### src/rtl/vreg_on_pkg.sv
// Shared definitions for the buck channel enable arbiter.
// Assumes the device state is carried as a 2-bit code.
package vreg_on_pkg;

    typedef enum logic [1:0] {
        DS_OFF     = 2'd0,
        DS_STANDBY = 2'd1,
        DS_ACTIVE  = 2'd2,
        DS_FAULT   = 2'd3
    } dev_state_e;

    // True in the states where the channel may run.
    function automatic logic state_permits(input logic [1:0] st);
        return (st == DS_STANDBY) || (st == DS_ACTIVE);
    endfunction

endpackage

### src/rtl/vreg_delay_timer.sv
// Counts tick strobes up to a target and flags when the target is reached.
// Assumes the owner clears it whenever no wait is pending or a wait completes.
// A target of zero reads as done at once.
module vreg_delay_timer #(
    parameter int CNT_W   = 6,
    parameter int MAX_CNT = 60
) (
    input  logic             clk,
    input  logic             rst_n,
    input  logic             clear_i,
    input  logic             tick_i,
    input  logic [CNT_W-1:0] target_i,
    output logic             done_o
);

    logic [CNT_W-1:0] cnt_q;

    // Done once the counted ticks reach the target.
    always_comb done_o = (cnt_q >= target_i);

    // Advance on ticks until done; clear on request.
    always_ff @(posedge clk) begin
        if (!rst_n || clear_i) begin
            cnt_q <= '0;
        end else if (tick_i && !done_o) begin
            cnt_q <= cnt_q + 1'b1;
        end
    end


    cnt_hold_chk: assert property (@(posedge clk) disable iff (!rst_n)
        (!$past(tick_i) && !$past(clear_i)) |-> $stable(cnt_q));


    no_overflow_chk: assert property (@(posedge clk) disable iff (!rst_n)
        cnt_q <= CNT_W'(MAX_CNT));

endmodule

### src/rtl/vreg_pin_tracker.sv
// Holds the delayed pin-mode level. Outside pin mode it copies the pin at
// once. In pin mode it moves toward the pin only after the wait chosen by
// the edge direction. Assumes pin_i is already synchronous and debounced.
module vreg_pin_tracker #(
    parameter int CODE_W         = 4,
    parameter int TICKS_PER_STEP = 4
) (
    input  logic              clk,
    input  logic              rst_n,
    input  logic              tick_i,
    input  logic              pin_mode_i,
    input  logic              pin_i,
    input  logic [CODE_W-1:0] rise_code_i,
    input  logic [CODE_W-1:0] fall_code_i,
    output logic              level_o
);

    localparam int MAX_CNT = ((1 << CODE_W) - 1) * TICKS_PER_STEP;
    localparam int CNT_W   = $clog2(MAX_CNT + 1);

    logic              level_q;
    logic              mismatch;
    logic              done;
    logic              clear;
    logic [CODE_W-1:0] code;
    logic [CNT_W-1:0]  target;

    // Pick the wait for the direction the pin is moving in.
    always_comb begin
        mismatch = (pin_i != level_q);
        code     = pin_i ? rise_code_i : fall_code_i;
        target   = CNT_W'(code) * CNT_W'(TICKS_PER_STEP);
        clear    = !pin_mode_i || !mismatch || done;
    end

    vreg_delay_timer #(
        .CNT_W   (CNT_W),
        .MAX_CNT (MAX_CNT)
    ) i_timer (
        .clk      (clk),
        .rst_n    (rst_n),
        .clear_i  (clear),
        .tick_i   (tick_i),
        .target_i (target),
        .done_o   (done)
    );

    // Follow the pin directly outside pin mode, after the wait inside it.
    always_ff @(posedge clk) begin
        if (!rst_n) begin
            level_q <= 1'b0;
        end else if (!pin_mode_i || (mismatch && done)) begin
            level_q <= pin_i;
        end
    end

    always_comb level_o = level_q;


    toward_pin_chk: assert property (@(posedge clk) disable iff (!rst_n)
        ($past(pin_mode_i) && (level_q != $past(level_q))) |-> (level_q == $past(pin_i)));


    outside_sync_chk: assert property (@(posedge clk) disable iff (!rst_n)
        !pin_mode_i |=> (level_q == $past(pin_i)));


    cancel_hold_chk: assert property (@(posedge clk) disable iff (!rst_n)
        (pin_mode_i && !mismatch) |=> $stable(level_q));

endmodule

### src/rtl/vreg_on_arbiter.sv
// Top of the buck channel enable arbiter. Combines the device-state veto,
// the register enable bit and the delayed pin level into one run request.
// Register-side changes reach the output in the same cycle.
module vreg_on_arbiter
    import vreg_on_pkg::*;
#(
    parameter int CODE_W         = 4,
    parameter int TICKS_PER_STEP = 4
) (
    input  logic              clk,
    input  logic              rst_n,
    input  logic              tick_i,
    input  logic              reg_en_i,
    input  logic              pin_sel_i,
    input  logic              pin_i,
    input  logic [1:0]        dev_state_i,
    input  logic [CODE_W-1:0] rise_code_i,
    input  logic [CODE_W-1:0] fall_code_i,
    output logic              reg_on_o
);

    logic permit;
    logic pin_mode;
    logic pin_level;

    // Decode the state veto and the active control source.
    always_comb begin
        permit   = state_permits(dev_state_i);
        pin_mode = reg_en_i && pin_sel_i;
    end

    vreg_pin_tracker #(
        .CODE_W         (CODE_W),
        .TICKS_PER_STEP (TICKS_PER_STEP)
    ) i_tracker (
        .clk         (clk),
        .rst_n       (rst_n),
        .tick_i      (tick_i),
        .pin_mode_i  (pin_mode),
        .pin_i       (pin_i),
        .rise_code_i (rise_code_i),
        .fall_code_i (fall_code_i),
        .level_o     (pin_level)
    );

    // Form the run request from the selected source.
    always_comb reg_on_o = permit && reg_en_i && (!pin_sel_i || pin_level);


    state_veto_chk: assert property (@(posedge clk) disable iff (!rst_n)
        !state_permits(dev_state_i) |-> !reg_on_o);


    en_low_chk: assert property (@(posedge clk) disable iff (!rst_n)
        !reg_en_i |-> !reg_on_o);


    reg_mode_chk: assert property (@(posedge clk) disable iff (!rst_n)
        (reg_en_i && !pin_sel_i && state_permits(dev_state_i)) |-> reg_on_o);

endmodule

### config.mk
export PLATFORM = sky130hd
export DESIGN_NAME = vreg_on_arbiter
export DESIGN_NICKNAME = d
export VERILOG_FILES = /design/src/rtl/vreg_on_pkg.sv /design/src/rtl/vreg_delay_timer.sv /design/src/rtl/vreg_pin_tracker.sv /design/src/rtl/vreg_on_arbiter.sv
export SDC_FILE = /design/constraint.sdc
export NUM_CORES = 1
export LEC_CHECK = 0
export ABC_AREA = 0
export BUFFER_PORTS_ARGS = -buffer_cell sky130_fd_sc_hd__buf_2
export CAP_MARGIN = 20
export CORE_ASPECT_RATIO = 0.7
export CORE_MARGIN = 2
export CORE_UTILIZATION = 25
export DETAILED_ROUTE_END_ITERATION = 12
export GPL_TIMING_DRIVEN = 0
export PLACE_DENSITY = 0.55
export SLEW_MARGIN = 5
export SYNTH_ARGS = -nofsm -noshare
export SYNTH_HDL_FRONTEND = slang
export SYNTH_SLANG_ARGS = --single-unit
export TNS_END_PERCENT = 10
### constraint.sdc
create_clock -name clk -period 2.5 [get_ports clk]
set_clock_uncertainty 0.05 [all_clocks]
set_input_delay 0.125 -clock clk [delete_from_list [all_inputs] [get_ports clk]]
set_output_delay 0.125 -clock clk [all_outputs]
set_load 0.01 [all_outputs]
==> flow_metrics.py <==
metrics = {
    "timing": {
        "fin_tns_setup_ns": 0,
        "maxSlewViolCount": 0,
        "slew_headroom_pct": 76.0,
        "setup_viol": 0,
        "grt_setup_unrepaired": "no",
        "period_needed_ns": 2.11,
        "final-hold-violation-count": 0,
        "tightest_slew_ns": 0.360,
        "max_freq_mhz": 475,
        "fin_crit_sh_pct": 84.2,
    },
    "cells_and_area": {
        "final_common_cell": "buf_2",
        "diodes": 0,
        "finalNetCount": 107,
        "fin_area_um2": 659,
        "drive_gt1_share_pct": 28.6,
        "area_growth_pct": 24.3,
        "n_fill_cell": 216,
        "mostFrequentLayoutCells": "15 x buf_2, 7 x a21oi_1, 7 x dfxtp_1",
        "final_util_pct": 34.1,
    },
    "placed_design": {
        "place_area_um2": 633,
        "io_buffer_count": 15,
        "dp_hpwl_mm": 1.02,
        "gp_congestion": 0.775,
    },
    "critical_path": {
        "r2r_start": "i_tracker.i_timer.cnt_q[5]$_SDFFE_PP0P_",
        "path_class": "input port to register",
        "crit_path_cell_trace": "clkbuf_1 > mux2i_1 > ha_1 > a21o_1 > or4_4 > or4_1 > a21oi_1",
        "r2r_cells": 5,
        "cp_slowest_cell": "or4_4",
        "cpPeakStageDelay_ns": 0.50,
        "start_kind": "input port",
        "worst_r2r_endpoint": "i_tracker.i_timer.cnt_q[5]$_SDFFE_PP0P_",
        "cp_num_buf_inv": 1,
        "cpLargestDelayFamily": "simple AND/OR/NAND/NOR gates",
        "r2r_setup_slack_ns": 0.43,
        "critPathRequiredTime_ns": 2.64,
        "crit_arrival_ns": 2.24,
        "path_max_fanout": 6,
        "cp-end-kind": "register",
    },
    "global_routing": {
        "grt_pass1_wl_mm": 1.81,
        "antenna_found_initial": 0,
        "grt_overflow": 0,
        "grt_max_degree": 11,
        "grt_pass1_vias": 423,
        "gr-usage-all-layers_pct": 9.89,
    },
    "clock_tree": {
        "postCtsSetupBuffers": 0,
        "cts_made_buffers": 3,
        "cts.sinks": 7,
        "path_clk_slew_ns": 0.05,
        "cts_resized": 0,
        "hold_buffers": 0,
        "htreeDepth": 1,
        "clk_latency_ns": 0.25,
        "cts_root_buf": "clkbuf_4",
        "cts_tree": "yes",
        "cts_buffer_depth": 2,
    },
    "synth": {
        "netlist_area_um2": 531,
        "avgSynthCellArea_um2": 8.16,
        "seq_area_frac_synth_pct": 26.4,
        "synth_cells": 65,
        "synth_fp_nets": 87,
        "yosysUniqueCellTypes": 26,
        "synth_edf_count": 0,
        "yosys_warnings": 0,
        "ys_seq_elements": 7,
        "async_reset_ff_share_pct": 0,
        "synth_ff_type": "dfxtp_1",
    },
    "die": {
        "fp.dieH_um": 42.5,
        "boundaryPins": 17,
        "rows": 13,
        "die_w_um": 59.1,
        "core_area_um2": 1940,
        "die-area_um2": 2510,
        "start_util_pct": 27.4,
    },
    "min_path": {
        "min_path_cells": 2,
        "min_from": "rst_n",
        "hold_path.class": "input port to register",
        "timing.hold.worst_endpoint": "i_tracker.level_o$_SDFFE_PN0P_",
    },
    "route": {
        "antenna_left": 0,
        "routedWlPerCell_um": 11.3,
        "drt_wl_total_mm": 1.20,
        "firstDrtPassIters": 4,
        "drcViolationCount": 0,
        "drt_iter0_drc": 19,
        "vias": 527,
        "routed_via_density": 4.97,
    },
    "status": {
        "status": "finished, final reports clean",
    },
    "pwr": {
        "pwr_density_cell_nw_per_um2": 395,
        "ir_drop_mv": 0.291,
        "p_leak_nw": 0.279,
        "power_uw": 260,
    },
    "run": {
        "maxCapViolCount": 0,
    },
}
through the flow:
step           setup WS [ns]  hold slack (ns)  cells
6_report               0.395            0.105    106
5_1_grt                0.320            0.104    106
4_1_cts                0.373            0.105    106
3_5_place_dp           0.103            0.373    102
3_3_place_gp           0.164            0.372    102
2_1_floorplan          0.287            0.229     65
synthesized netlist by cell type (2+ instances only):
library cell	count	area share, %
nand3_1	3	2.8
dfxtp_1	7	26
o21ai_0	5	4.7
a31o_2	2	3.3
nand4_1	2	2.4
mux2i_1	3	5.7
o31ai_1	2	2.8
clkbuf_1	3	2.1
a21oi_1	7	6.6
ha_1	6	14
nand2_1	5	3.5
inv_1	5	3.5
or4_1	2	2.8
worst register-to-register path, delay by kind of cell (launching register included):
family,cells,cell delay [ns]
AO/OA/AOI/OAI,2,0.34
adder cells (fa/ha/maj),1,0.32
flip-flops,1,0.32
AND/OR/NAND/NOR,2,0.98
kinds of logic after synthesis:
kind of cell	share of synthesized area (%)
flip-flops	26.4
AND/OR/NAND/NOR	19.8
adder cells (fa/ha/maj)	14.2
AO/OA/AOI/OAI	22.9
multiplexers	7.78
buffers and inverters	5.66
XOR/XNOR	3.30
state kept, by name (all words and copies together) (netlist names):
name                     cells
i_tracker.i_timer.cnt_q      6
i_tracker.level_o            1
final cells by class:
type	instances	area, um^2	share of cell area [%]
repair buffers	15	75.1	11.4
clock buffers	4	26.3	3.98
multi-input cells	50	360	54.6
flip-flops and latches	7	140	21.3
well taps	22	27.5	4.17
plain buffers	3	11.3	1.71
inverters	5	18.8	2.85
layer usage:
layer  GRT usage, %  routed length (um)
met5              0                   0
met4           1.36                   0
met3           5.56                  77
met2           12.2                 445
met1           14.8                 673
worst max-delay path by stage:
stage / depth (start not counted) / start / slack, ns / end
global placement: 7 / pin_i / 0.16 / i_tracker.i_timer.cnt_q[5]$_SDFFE_PP0P_
finish: 7 / pin_i / 0.39 / i_tracker.i_timer.cnt_q[5]$_SDFFE_PP0P_
global route: 7 / pin_i / 0.32 / i_tracker.i_timer.cnt_q[5]$_SDFFE_PP0P_
detailed placement: 7 / pin_i / 0.10 / i_tracker.i_timer.cnt_q[5]$_SDFFE_PP0P_
floorplan: 7 / pin_i / 0.29 / i_tracker.i_timer.cnt_q[5]$_SDFFE_PP0P_
CTS: 7 / pin_i / 0.37 / i_tracker.i_timer.cnt_q[5]$_SDFFE_PP0P_
report_power, final:
| part | switching, mW | internal [mW] |
|---|---|---|
| Clock | 0.0411 | 0.0609 |
| Sequential | 0.00108 | 0.113 |
| Combinational | 0.0222 | 0.0219 |
| Total | 0.0644 | 0.196 |
Power figures use the tool's default switching activity.
